### src/rtl/spi_erase_pkg.sv
package spi_erase_pkg;

  typedef enum logic [1:0] {
    EK_SECTOR = 2'd0,
    EK_BLOCK  = 2'd1,
    EK_CHIP   = 2'd2,
    EK_RSVD   = 2'd3
  } erase_kind_e;

  typedef enum logic [1:0] {
    FR_WREN   = 2'd0,
    FR_ERASE  = 2'd1,
    FR_STATUS = 2'd2
  } frame_e;

  localparam logic [7:0] OP_WREN    = 8'h06;
  localparam logic [7:0] OP_RDSR    = 8'h05;
  localparam logic [7:0] OP_SECT    = 8'h20;
  localparam logic [7:0] OP_BLK     = 8'hD8;
  localparam logic [7:0] OP_BLK_ALT = 8'h52;
  localparam logic [7:0] OP_CHIP    = 8'h60;
  localparam logic [7:0] OP_CHIP_ALT = 8'hC7;
  localparam int         WIP_POS    = 0;

  function automatic logic [7:0] erase_opcode(input erase_kind_e k, input logic alt);
    case (k)
      EK_SECTOR: erase_opcode = OP_SECT;
      EK_BLOCK:  erase_opcode = alt ? OP_BLK_ALT : OP_BLK;
      default:   erase_opcode = alt ? OP_CHIP_ALT : OP_CHIP;
    endcase
  endfunction

  function automatic logic [2:0] frame_len(input frame_e f, input erase_kind_e k);
    case (f)
      FR_WREN:   frame_len = 3'd1;
      FR_STATUS: frame_len = 3'd2;
      default:   frame_len = (k == EK_CHIP) ? 3'd1 : 3'd4;
    endcase
  endfunction

  function automatic logic [7:0] frame_byte(input frame_e f, input logic [1:0] idx,
                                            input logic [7:0] op, input logic [23:0] a);
    case (f)
      FR_WREN:   frame_byte = OP_WREN;
      FR_STATUS: frame_byte = (idx == 2'd0) ? OP_RDSR : 8'h00;
      default: begin
        case (idx)
          2'd0:    frame_byte = op;
          2'd1:    frame_byte = a[23:16];
          2'd2:    frame_byte = a[15:8];
          default: frame_byte = a[7:0];
        endcase
      end
    endcase
  endfunction

endpackage

### src/rtl/spi_byte_shifter.sv
module spi_byte_shifter #(
  parameter int HALF = 4
) (
  input  logic       clk,
  input  logic       rst_n,
  input  logic       start,
  input  logic [7:0] tx_byte,
  input  logic       miso,
  output logic       sclk,
  output logic       mosi,
  output logic [7:0] rx_byte,
  output logic       byte_done
);
  localparam int DW = (HALF > 1) ? $clog2(HALF) : 1;
  localparam logic [DW-1:0] DIV_LAST = DW'(HALF - 1);

  logic          active;
  logic [DW-1:0] div_cnt;
  logic [3:0]    edge_cnt;
  logic [7:0]    sh_tx;
  logic [7:0]    sh_rx;
  logic          tick;

  assign tick = active && (div_cnt == DIV_LAST);

  always_ff @(posedge clk or negedge rst_n) begin
    if (!rst_n) begin
      active    <= 1'b0;
      div_cnt   <= '0;
      edge_cnt  <= '0;
      sh_tx     <= '0;
      sh_rx     <= '0;
      sclk      <= 1'b0;
      byte_done <= 1'b0;
    end else begin
      byte_done <= 1'b0;
      if (start && !active) begin
        active   <= 1'b1;
        div_cnt  <= '0;
        edge_cnt <= '0;
        sh_tx    <= tx_byte;
        sclk     <= 1'b0;
      end else if (active) begin
        if (tick) begin
          div_cnt  <= '0;
          sclk     <= ~sclk;
          edge_cnt <= edge_cnt + 4'd1;
          if (!sclk) begin
            sh_rx <= {sh_rx[6:0], miso};
          end else begin
            sh_tx <= {sh_tx[6:0], 1'b0};
            if (edge_cnt == 4'd15) begin
              active    <= 1'b0;
              byte_done <= 1'b1;
            end
          end
        end else begin
          div_cnt <= div_cnt + 1'b1;
        end
      end
    end
  end

  assign mosi    = active ? sh_tx[7] : 1'b0;
  assign rx_byte = sh_rx;


  mosi_hold_chk: assert property (@(posedge clk) disable iff (!rst_n)
    (sclk && $past(sclk)) |-> $stable(mosi));


  start_low_chk: assert property (@(posedge clk) disable iff (!rst_n)
    start |-> !sclk);

endmodule

### src/rtl/erase_interval_timer.sv
module erase_interval_timer #(
  parameter int TW = 36
) (
  input  logic          clk,
  input  logic          rst_n,
  input  logic          clr,
  input  logic [TW-1:0] limit,
  output logic          reached
);
  logic [TW-1:0] cnt;

  always_ff @(posedge clk or negedge rst_n) begin
    if (!rst_n) begin
      cnt <= '0;
    end else if (clr) begin
      cnt <= '0;
    end else if (cnt != {TW{1'b1}}) begin
      cnt <= cnt + 1'b1;
    end
  end

  assign reached = (cnt >= (limit - TW'(1)));


  clear_zero_chk: assert property (@(posedge clk) disable iff (!rst_n)
    $past(clr) |-> (cnt == '0));

endmodule

### src/rtl/spi_erase_seq.sv
module spi_erase_seq
  import spi_erase_pkg::*;
#(
  parameter int              CLK_DIV     = 4,
  parameter int              CS_GAP      = 4,
  parameter int              TW          = 36,
  parameter longint unsigned POLL_SECTOR = 64'd1_000_000,
  parameter longint unsigned POLL_BLOCK  = 64'd10_000_000,
  parameter longint unsigned POLL_CHIP   = 64'd100_000_000,
  parameter longint unsigned TMO_SECTOR  = 64'd100_000_000,
  parameter longint unsigned TMO_BLOCK   = 64'd500_000_000,
  parameter longint unsigned TMO_CHIP    = 64'd10_000_000_000
) (
  input  logic        clk,
  input  logic        rst_n,
  input  logic        req_valid,
  input  logic [1:0]  req_type,
  input  logic [23:0] req_addr,
  input  logic        req_alt,
  output logic        busy,
  output logic        done,
  output logic        err,
  output logic        sclk,
  output logic        cs_n,
  output logic        mosi,
  input  logic        miso
);
  localparam int GW = (CS_GAP > 1) ? $clog2(CS_GAP) : 1;
  localparam logic [GW-1:0] GAP_LAST = GW'(CS_GAP - 1);

  typedef enum logic [2:0] {
    ST_IDLE, ST_LOAD, ST_SHIFT, ST_GAP, ST_WAIT
  } state_e;

  state_e       state;
  frame_e       frame;
  erase_kind_e  kind;
  logic         alt_q;
  logic [23:0]  addr_q;
  logic [1:0]   byte_idx;
  logic [GW-1:0] gap_cnt;
  logic         cs_n_q, done_q, err_q, wren_seen;

  logic         accept, start_pulse, byte_done, gap_end, frame_last;
  logic         status_wip, poll_due, tmo_hit;
  logic [7:0]   rx_byte, tx_byte;
  logic [TW-1:0] poll_limit, tmo_limit;

  assign accept      = (state == ST_IDLE) && req_valid && (erase_kind_e'(req_type) != EK_RSVD);
  assign start_pulse = (state == ST_LOAD);
  assign tx_byte     = frame_byte(frame, byte_idx, erase_opcode(kind, alt_q), addr_q);
  assign frame_last  = ({1'b0, byte_idx} == (frame_len(frame, kind) - 3'd1));
  assign gap_end     = (state == ST_GAP) && (gap_cnt == GAP_LAST);
  assign status_wip  = rx_byte[WIP_POS];

  always_comb begin
    case (kind)
      EK_SECTOR: begin poll_limit = TW'(POLL_SECTOR); tmo_limit = TW'(TMO_SECTOR); end
      EK_BLOCK:  begin poll_limit = TW'(POLL_BLOCK);  tmo_limit = TW'(TMO_BLOCK);  end
      default:   begin poll_limit = TW'(POLL_CHIP);   tmo_limit = TW'(TMO_CHIP);   end
    endcase
  end

  spi_byte_shifter #(.HALF(CLK_DIV)) u_shift (
    .clk(clk), .rst_n(rst_n), .start(start_pulse), .tx_byte(tx_byte), .miso(miso),
    .sclk(sclk), .mosi(mosi), .rx_byte(rx_byte), .byte_done(byte_done)
  );

  erase_interval_timer #(.TW(TW)) u_poll_tmr (
    .clk(clk), .rst_n(rst_n), .clr(state != ST_WAIT), .limit(poll_limit), .reached(poll_due)
  );

  erase_interval_timer #(.TW(TW)) u_busy_tmr (
    .clk(clk), .rst_n(rst_n), .clr((state == ST_GAP) && (frame == FR_ERASE)),
    .limit(tmo_limit), .reached(tmo_hit)
  );

  always_ff @(posedge clk or negedge rst_n) begin
    if (!rst_n) begin
      state     <= ST_IDLE;
      frame     <= FR_WREN;
      kind      <= EK_SECTOR;
      alt_q     <= 1'b0;
      addr_q    <= '0;
      byte_idx  <= '0;
      gap_cnt   <= '0;
      cs_n_q    <= 1'b1;
      done_q    <= 1'b0;
      err_q     <= 1'b0;
      wren_seen <= 1'b0;
    end else begin
      done_q <= 1'b0;
      err_q  <= 1'b0;
      case (state)
        ST_IDLE: begin
          if (accept) begin
            kind      <= erase_kind_e'(req_type);
            alt_q     <= req_alt;
            addr_q    <= req_addr;
            frame     <= FR_WREN;
            byte_idx  <= '0;
            cs_n_q    <= 1'b0;
            wren_seen <= 1'b0;
            state     <= ST_LOAD;
          end
        end
        ST_LOAD: state <= ST_SHIFT;
        ST_SHIFT: begin
          if (byte_done) begin
            if (frame_last) begin
              cs_n_q  <= 1'b1;
              gap_cnt <= '0;
              state   <= ST_GAP;
            end else begin
              byte_idx <= byte_idx + 2'd1;
              state    <= ST_LOAD;
            end
          end
        end
        ST_GAP: begin
          if (gap_end) begin
            case (frame)
              FR_WREN: begin
                wren_seen <= 1'b1;
                frame     <= FR_ERASE;
                byte_idx  <= '0;
                cs_n_q    <= 1'b0;
                state     <= ST_LOAD;
              end
              FR_ERASE: state <= ST_WAIT;
              default: begin
                if (!status_wip) begin
                  done_q <= 1'b1;
                  state  <= ST_IDLE;
                end else if (tmo_hit) begin
                  done_q <= 1'b1;
                  err_q  <= 1'b1;
                  state  <= ST_IDLE;
                end else begin
                  state <= ST_WAIT;
                end
              end
            endcase
          end else begin
            gap_cnt <= gap_cnt + 1'b1;
          end
        end
        ST_WAIT: begin
          if (poll_due) begin
            frame    <= FR_STATUS;
            byte_idx <= '0;
            cs_n_q   <= 1'b0;
            state    <= ST_LOAD;
          end
        end
        default: state <= ST_IDLE;
      endcase
    end
  end

  assign busy = (state != ST_IDLE);
  assign done = done_q;
  assign err  = err_q;
  assign cs_n = cs_n_q;


  idle_bus_chk: assert property (@(posedge clk) disable iff (!rst_n)
    !busy |-> (cs_n && !sclk));


  wren_first_chk: assert property (@(posedge clk) disable iff (!rst_n)
    (start_pulse && frame == FR_ERASE && byte_idx == 2'd0) |-> wren_seen);


  cs_sclk_chk: assert property (@(posedge clk) disable iff (!rst_n)
    cs_n |-> !sclk);


  done_pulse_chk: assert property (@(posedge clk) disable iff (!rst_n)
    done |=> !done);


  err_with_done_chk: assert property (@(posedge clk) disable iff (!rst_n)
    err |-> (done && !busy));


  accept_idle_chk: assert property (@(posedge clk) disable iff (!rst_n)
    $rose(busy) |-> ($past(req_valid) && $past(req_type) != 2'd3));

endmodule

### config.mk
export PLATFORM = sky130hd
export DESIGN_NAME = spi_erase_seq
export DESIGN_NICKNAME = d
export VERILOG_FILES = /design/src/rtl/spi_erase_pkg.sv /design/src/rtl/spi_byte_shifter.sv /design/src/rtl/erase_interval_timer.sv /design/src/rtl/spi_erase_seq.sv
export SDC_FILE = /design/constraint.sdc
export NUM_CORES = 1
export LEC_CHECK = 0
export ABC_CLOCK_PERIOD_IN_PS = 2900
export BUFFER_PORTS_ARGS = -buffer_cell sky130_fd_sc_hd__buf_2
export CAP_MARGIN = 40
export CORE_MARGIN = 5
export CORE_UTILIZATION = 40
export DETAILED_ROUTE_END_ITERATION = 8
export SLEW_MARGIN = 30
export SYNTH_ARGS = -nofsm -noshare
export SYNTH_HDL_FRONTEND = slang
export SYNTH_SLANG_ARGS = --single-unit
### constraint.sdc
create_clock -name clk -period 2.9 [get_ports clk]
set_input_delay 0.29 -clock clk [delete_from_list [all_inputs] [get_ports clk]]
set_output_delay 0.29 -clock clk [all_outputs]
set_load 0.05 [all_outputs]
# Yosys cells after proc, flatten, opt, wreduce, memory -nomap -nowiden
# Cells that the tools add are included.
[totals] register_bits=129 latchBits=0 ramBits=0 romBits=0 wordCells=166 n_memories=0
[classes] add_sub_neg=9 mul=0 div=0 magnitude_cmp=2 n_eq_ne=26 shifts=0 mux=78 bitwise_logic=2 n_reduce_logical=30
[ops] op="$mux W36" n=4
[ops] op="$add A36 B1 Y36 const B" n=2
[ops] op="$ge A36 B36 Y1" n=2
[ops] op="$ne A36 B36 Y1 const B" n=2
[ops] op="$pmux W34 S2" n=1
[ops] op="$pmux W27 S2" n=1
[ops] op="$mux W8" n=6
[ops] op="$sub A34 B1 Y35 const B" n=1
[ops] op="$mux W2" n=16
[ops] op="$pmux W8 S2" n=2
[ops] op="$mux W1" n=29
[ops] op="$sub A27 B1 Y28 const B" n=1
[ops] op="$mux W3" n=8
[ops] op="$pmux W8 S3" n=1
[ops] op="$pmux W3 S5" n=1
[ops] op="$ne A2 B2 Y1 const B" n=7
[ops] op="$reduce_and A7 Y1" n=2
[ops] op="$mux W4" n=3
[ops] op="$pmux W3 S2" n=2
[ops] op="$reduce_and A4 Y1" n=3
[ops] op="$reduce_bool A2 Y1" n=6
[ops] op="$eq A2 B2 Y1 const B" n=5
[ops] op="$pmux W2 S4" n=1
[ops] op="$add A2 B1 Y2 const B" n=3
[ops] op="24 further kinds" n=38

# Longest topological paths before layout
[depth] depth_word=9 depth_mapped=9

# Hierarchy
# From an unflattened synthesis, not the netlist that was laid out.
[hier_totals] cells_unflattened=1051 hier_area_um2=9929.5
[modules_own_cells] module="erase_interval_timer at u_busy_tmr" instances=1 cells_each=381 area_each_um2=3294.4
[modules_own_cells] module="erase_interval_timer at u_poll_tmr" instances=1 cells_each=384 area_each_um2=3285.7
[modules_own_cells] module="spi_erase_seq" instances=1 cells_each=188 area_each_um2=2168.3
[modules_own_cells] module="spi_byte_shifter" instances=1 cells_each=98 area_each_um2=1181.1

# Worst setup path before layout
# OpenSTA, ideal clock, no wires.
[synth_timing] kind="reg2reg" start="register kind[1]" end="register state[2]" arrival_time_ns=2.422 setup_slack_ns=0.352 path_stages_with_launch=10 path_buffers=0 period_less_slack_ns=2.548 cell_sequence="dfrtp_1 > nor2b_1 > inv_1 > ha_1 > nand2_1 > nor4_1 > or4b_1 > o21ai_1 > o32ai_1 > a221o_1"
[synth_via] elab_chain_len=9 word_cells_on_any_way=15 cone_classes="2 x add/sub; 2 x order compare; 2 x eq/ne; 7 x mux; 2 x reduce/logical"
[synth_rtl] item="from (decl)" line="spi_erase_seq.sv:37" source="erase_kind_e kind;"
[synth_rtl] item="from (signal assigned)" line="spi_erase_seq.sv:97" source="kind <= erase_kind_e'(req_type);"
[synth_rtl] item="$eq A2 B1 Y1 or $logic_not A2 Y1 (tied branches)" line="spi_erase_seq.sv:57" source="case (kind)"
[synth_rtl] item="$pmux W34 S2" line="spi_erase_seq.sv:57"
[synth_rtl] item="$sub A34 B1 Y35" line="erase_interval_timer.sv:22" source="assign reached = (cnt >= (limit - TW'(1)));"
[synth_rtl] item="$ge A36 B36 Y1" line="erase_interval_timer.sv:22"
[synth_rtl] item="$mux W3" line="spi_erase_seq.sv:135" source="end else if (tmo_hit) begin"
[synth_rtl] item="$mux W3" line="spi_erase_seq.sv:132" source="if (!status_wip) begin"
[synth_rtl] item="$pmux W3 S2" line="spi_erase_seq.sv:122" source="case (frame)"
[synth_rtl] item="$mux W3" line="spi_erase_seq.sv:121" source="if (gap_end) begin"
[synth_rtl] item="$pmux W3 S5" line="spi_erase_seq.sv:94" source="case (state)"
[synth_rtl] item="to (signal assigned)" line="spi_erase_seq.sv:128" source="state <= ST_LOAD;"
[synth_rtl] item="to (signal assigned)" line="spi_erase_seq.sv:130" source="FR_ERASE: state <= ST_WAIT;"
[synth_rtl] item="to (signal assigned)" line="spi_erase_seq.sv:134" source="state <= ST_IDLE;"
[synth_rtl] item="to (decl)" line="spi_erase_seq.sv:35" source="state_e state;"
# Several ways; a longest one is shown, not always the timed one. The select of a mux whose other input is x is not followed.
# A chain may end at the register's enable or synchronous reset.

# Worst setup path after layout
[layout_timing] start="register kind[1]" end="register cs_n_q, in the netlist cs_n"
[layout_via] elab_chain_len=7 word_cells_on_any_way=13 cone_classes="2 x add/sub; 1 x order compare; 5 x eq/ne; 3 x mux; 2 x reduce/logical"
[layout_rtl] item="branches (longest 6 deep; another with $ge A36 B36 Y1)"
[layout_rtl] item="$reduce_and A7 Y1 (no source line) *"
[layout_rtl] item="to (signal assigned)" line="spi_erase_seq.sv:87" source="cs_n_q <= 1'b1;"
[layout_rtl] item="to (signal assigned)" line="spi_erase_seq.sv:102" source="cs_n_q <= 1'b0;"
[layout_rtl] item="to (signal assigned)" line="spi_erase_seq.sv:111" source="cs_n_q <= 1'b1;"
[layout_rtl] item="to (decl)" line="spi_erase_seq.sv:42" source="logic cs_n_q, done_q, err_q, wren_seen;"
# Every way passes the cells marked *.

==> impl_metrics.csv <==
group,metric,value,unit
status,status,"completed",
timing,maxSlewViolCount,0,
logic_synthesis,synth.most_common_cell,"dfrtp_1",
drt,drt_wl_total,16.9,mm
hold_path,worstHoldPathType,"input port to register",
hold_path,min_from,"req_addr[13]",
clock_network,cts_root_buf,"clkbuf_16",
pwr,leakage,3.97,nW
setup_path,crit_type,"register to register",
timing,fmax,368,MHz
global_route,gr-usage-all-layers,0.161,
drt,drc,0,
timing,worst_clock_skew,0.0175,ns
pwr,power,4.00,mW
drt,via_per_inst,5.49,
timing,timing.final.crit_share,0.937,
clock_network,cts_buffers,17,
global_route,grt_max_degree,75,
clock_network,cts_max_level,4,
final_layout,nets,909,
timing,maxSlewHeadroom,0.533,
floorplan,die_x,147,um
clock_network,cts_sinks,129,
timing,rsz0062_at_grt,"yes",
timing,finalSetupTns,0,ns
logic_synthesis,seq_area_frac_synth,0.430,
logic_synthesis,yosys_warnings,0,
logic_synthesis,yosys.cell_types.count,70,
placement,dpl.hpwl,12.0,mm
drt,postRouteAntennaNets,0,
final_layout,drive_above_1_share,0.169,
global_route,gr-total-overflow,0,
final_layout,finalNonFillerCells,1078,
placement,io_buffers,36,
setup_path,cp-start-kind,"register",
floorplan,die_y,147,um
run,drv_cap,0,
timing,finalSetupViolCount,0,
timing,setup_ws,0.182,ns
drt,via_count,5922,
final_layout,n_antenna_cell,0,
placement,pre_cts_ws,0.212,ns
floorplan,start_util,0.404,
logic_synthesis,yosys-top-cells-count,"dfrtp_1 (128), nor2_1 (86), nand2_1 (55)",
floorplan,pin_count,37,
placement,globalplace.congestion,0.805,
logic_synthesis,synth_top_flop_cell,"dfrtp_1",
timing,hold_viol,0,
pwr,powerDensity,461,mW/mm^2
setup_path,cp.required,3.21,ns
drt,first_iter_violations,432,
floorplan,core,0.0186,sq mm
drt,drt-pass1-iter-count,4,
logic_synthesis,synth_area,0.00751,sq mm
global_route,first_global_vias,5757,
floorplan,rows,50,
global_route,grt_pass1_wl,28.8,mm
clock_network,clock_path_buffers,2,
final_layout,syn_to_final_growth,15.7,%
logic_synthesis,synth_area_leaders,"dfrtp_1 (43%), ha_1 (7.8%), nor2_1 (4.3%), xor2_1 (4.2%), mux2_2 (4.1%)",
timing,tightestPinTransition,0.695,ns
logic_synthesis,ys_ff_latch,129,
logic_synthesis,synth_edf_count,0,
setup_path,arrival,3.03,ns
placement,dp_cells,1042,
timing,fin_hold_ws,0.0966,ns
setup_path,end_kind,"register",
setup_path,cpPeakStageDelay,0.54,ns
global_route,grt_antenna_before_repair,0,
logic_synthesis,netlist.top_cell.by_area,"dfrtp_1",
timing,min_period,2.72,ns
setup_path,startpoint,"kind[1]$_DFFE_PN0P_",
setup_path,r2r_start,"kind[1]$_DFFE_PN0P_",
drt,wl_per_cell,15.7,um
floorplan,dieArea,0.0216,sq mm
setup_path,cp_top_family,"compound AO/OA/AOI/OAI gates",
logic_synthesis,synthArstFlopShare,1.00,
clock_network,cts_tree,"done",
clock_network,clock_latency,0.42,ns
setup_path,path_buf_inv,1,
logic_synthesis,synth_top_area_share,0.427,
clock_network,path_clk_slew,0.06,ns
setup_path,critPathSlowestCell,"dfrtp_1",
logic_synthesis,postSynthCellCount,773,
logic_synthesis,syn_area_per_cell,9.71,sq um
setup_path,cp_cell_sequence,"buf_4 > and2b_1 > ha_1 > nand4_1 > nor3_1 > nand3_1 > o211a_1 > o31a_1 > a221oi_1",
pwr,peakVddDrop,0.377,mV
setup_path,crit_path_max_fanout,9,
cell families after synthesis:
kind of cell,count (synthesis),share of synthesized area
AO/OA/AOI/OAI,133,0.112
XOR/XNOR,65,0.0758
adder cells (fa/ha/maj),48,0.0797
buffers and inverters,45,0.0243
flip-flops,129,0.430
multiplexers,35,0.0512
other,1,0.000500
AND/OR/NAND/NOR,317,0.227
where the power goes:
group | leakage, nW | internal [mW] | total [mW] | switching (mW)
sequential | 1.74 | 1.80 | 1.80 | 0.00103
combinational | 1.95 | 0.0215 | 0.0684 | 0.0468
clock | 0.278 | 1.28 | 2.13 | 0.856
sequential cells by signal (all words and copies together) (netlist names):
name	count
kind	2
u_shift.active	1
u_shift.sh_tx	8
u_shift.div_cnt	2
addr_q	24
u_busy_tmr.cnt	36
u_shift.sclk	1
state	3
err	1
gap_cnt	2
u_shift.rx_byte	1
cs_n	1
u_shift.edge_cnt	4
u_shift.byte_done	1
alt_q	1
frame	2
u_poll_tmr.cnt	36
done	1
byte_idx	2
worst paths after layout:
kind                                                  end  slack [ns]  cells past startpoint
max                                      cs_n$_DFFE_PN1P_        0.18                      9
min                                addr_q[13]$_DFFE_PN0P_         0.1                      2
max reg2reg                              cs_n$_DFFE_PN1P_        0.18                      9
min reg2reg                        addr_q[18]$_DFFE_PN0P_        0.51                      1
max in group asynchronous                cs_n$_DFFE_PN1P_        1.62                      3
min in group asynchronous  u_busy_tmr.cnt[33]$_DFFE_PN0P_        0.48                      2
worst reg2reg max path, stage by stage (launching register included):
cell	delay, ns
dfrtp_1	0.54
buf_4	0.20
and2b_1	0.22
ha_1	0.30
nand4_1	0.13
nor3_1	0.25
nand3_1	0.09
o211a_1	0.19
o31a_1	0.36
a221oi_1	0.34
per-stage QoR:
step / utilization / cell area [sq um]
2_1_floorplan: - / 7520
3_3_place_gp: 0.433 / 8050
3_5_place_dp: 0.433 / 8050
4_1_cts: 0.465 / 8650
5_1_grt: 0.468 / 8690
6_report: 0.468 / 8690
routing by layer:
metal	part of all wire	up-vias	track usage
met1	0.50	2900	0.230
met5	0	-	0
met3	0.036	17	0.0382
met2	0.45	72	0.247
met4	0.010	0	0.0410
li1	-	2933	-
repair_timing:
| action | in CTS | in global routing |
|---|---|---|
| hold buffers | 1 | 0 |
| buffers inserted | 0 | 3 |
| hold endpoints to repair | 71 | 0 |
| setup endpoints to repair | 0 | 2 |
| resized for setup | 0 | 3 |
layout make-up:
| cell class | instances | area (sq um) |
|---|---|---|
| Timing Repair Buffer | 61 | 377 |
| Clock buffer | 18 | 429 |
| Inverter | 19 | 80.1 |
| Tap cell | 234 | 293 |
| Sequential cell | 129 | 3230 |
| Clock inverter | 14 | 154 |
| Multi-Input combinational cell | 603 | 4130 |
| Fill cell | 1743 | 9890 |
placed cells by master, fill, tap and decap left out, types with 4 or more instances in the layout:
cell type / count
conb_1: 5
nand4_1: 29
buf_2: 35
nor2_1: 86
a21oi_1: 43
mux2_2: 27
or3_1: 9
xnor2_1: 29
o2111ai_1: 5
nand2b_1: 4
mux2i_1: 8
nand3_1: 47
a211oi_1: 6
and4_1: 9
clkinvlp_4: 4
o21ai_0: 36
inv_6: 5
nor3_1: 15
nand2_1: 54
ha_1: 47
or2_2: 5
buf_4: 24
inv_1: 16
and2_1: 8
xor2_1: 36
clkbuf_16: 17
and3_1: 17
nor4_1: 4
a221oi_1: 10
dfrtp_1: 128
o211ai_1: 4
No activity file was read; power rests on OpenSTA's default activity.
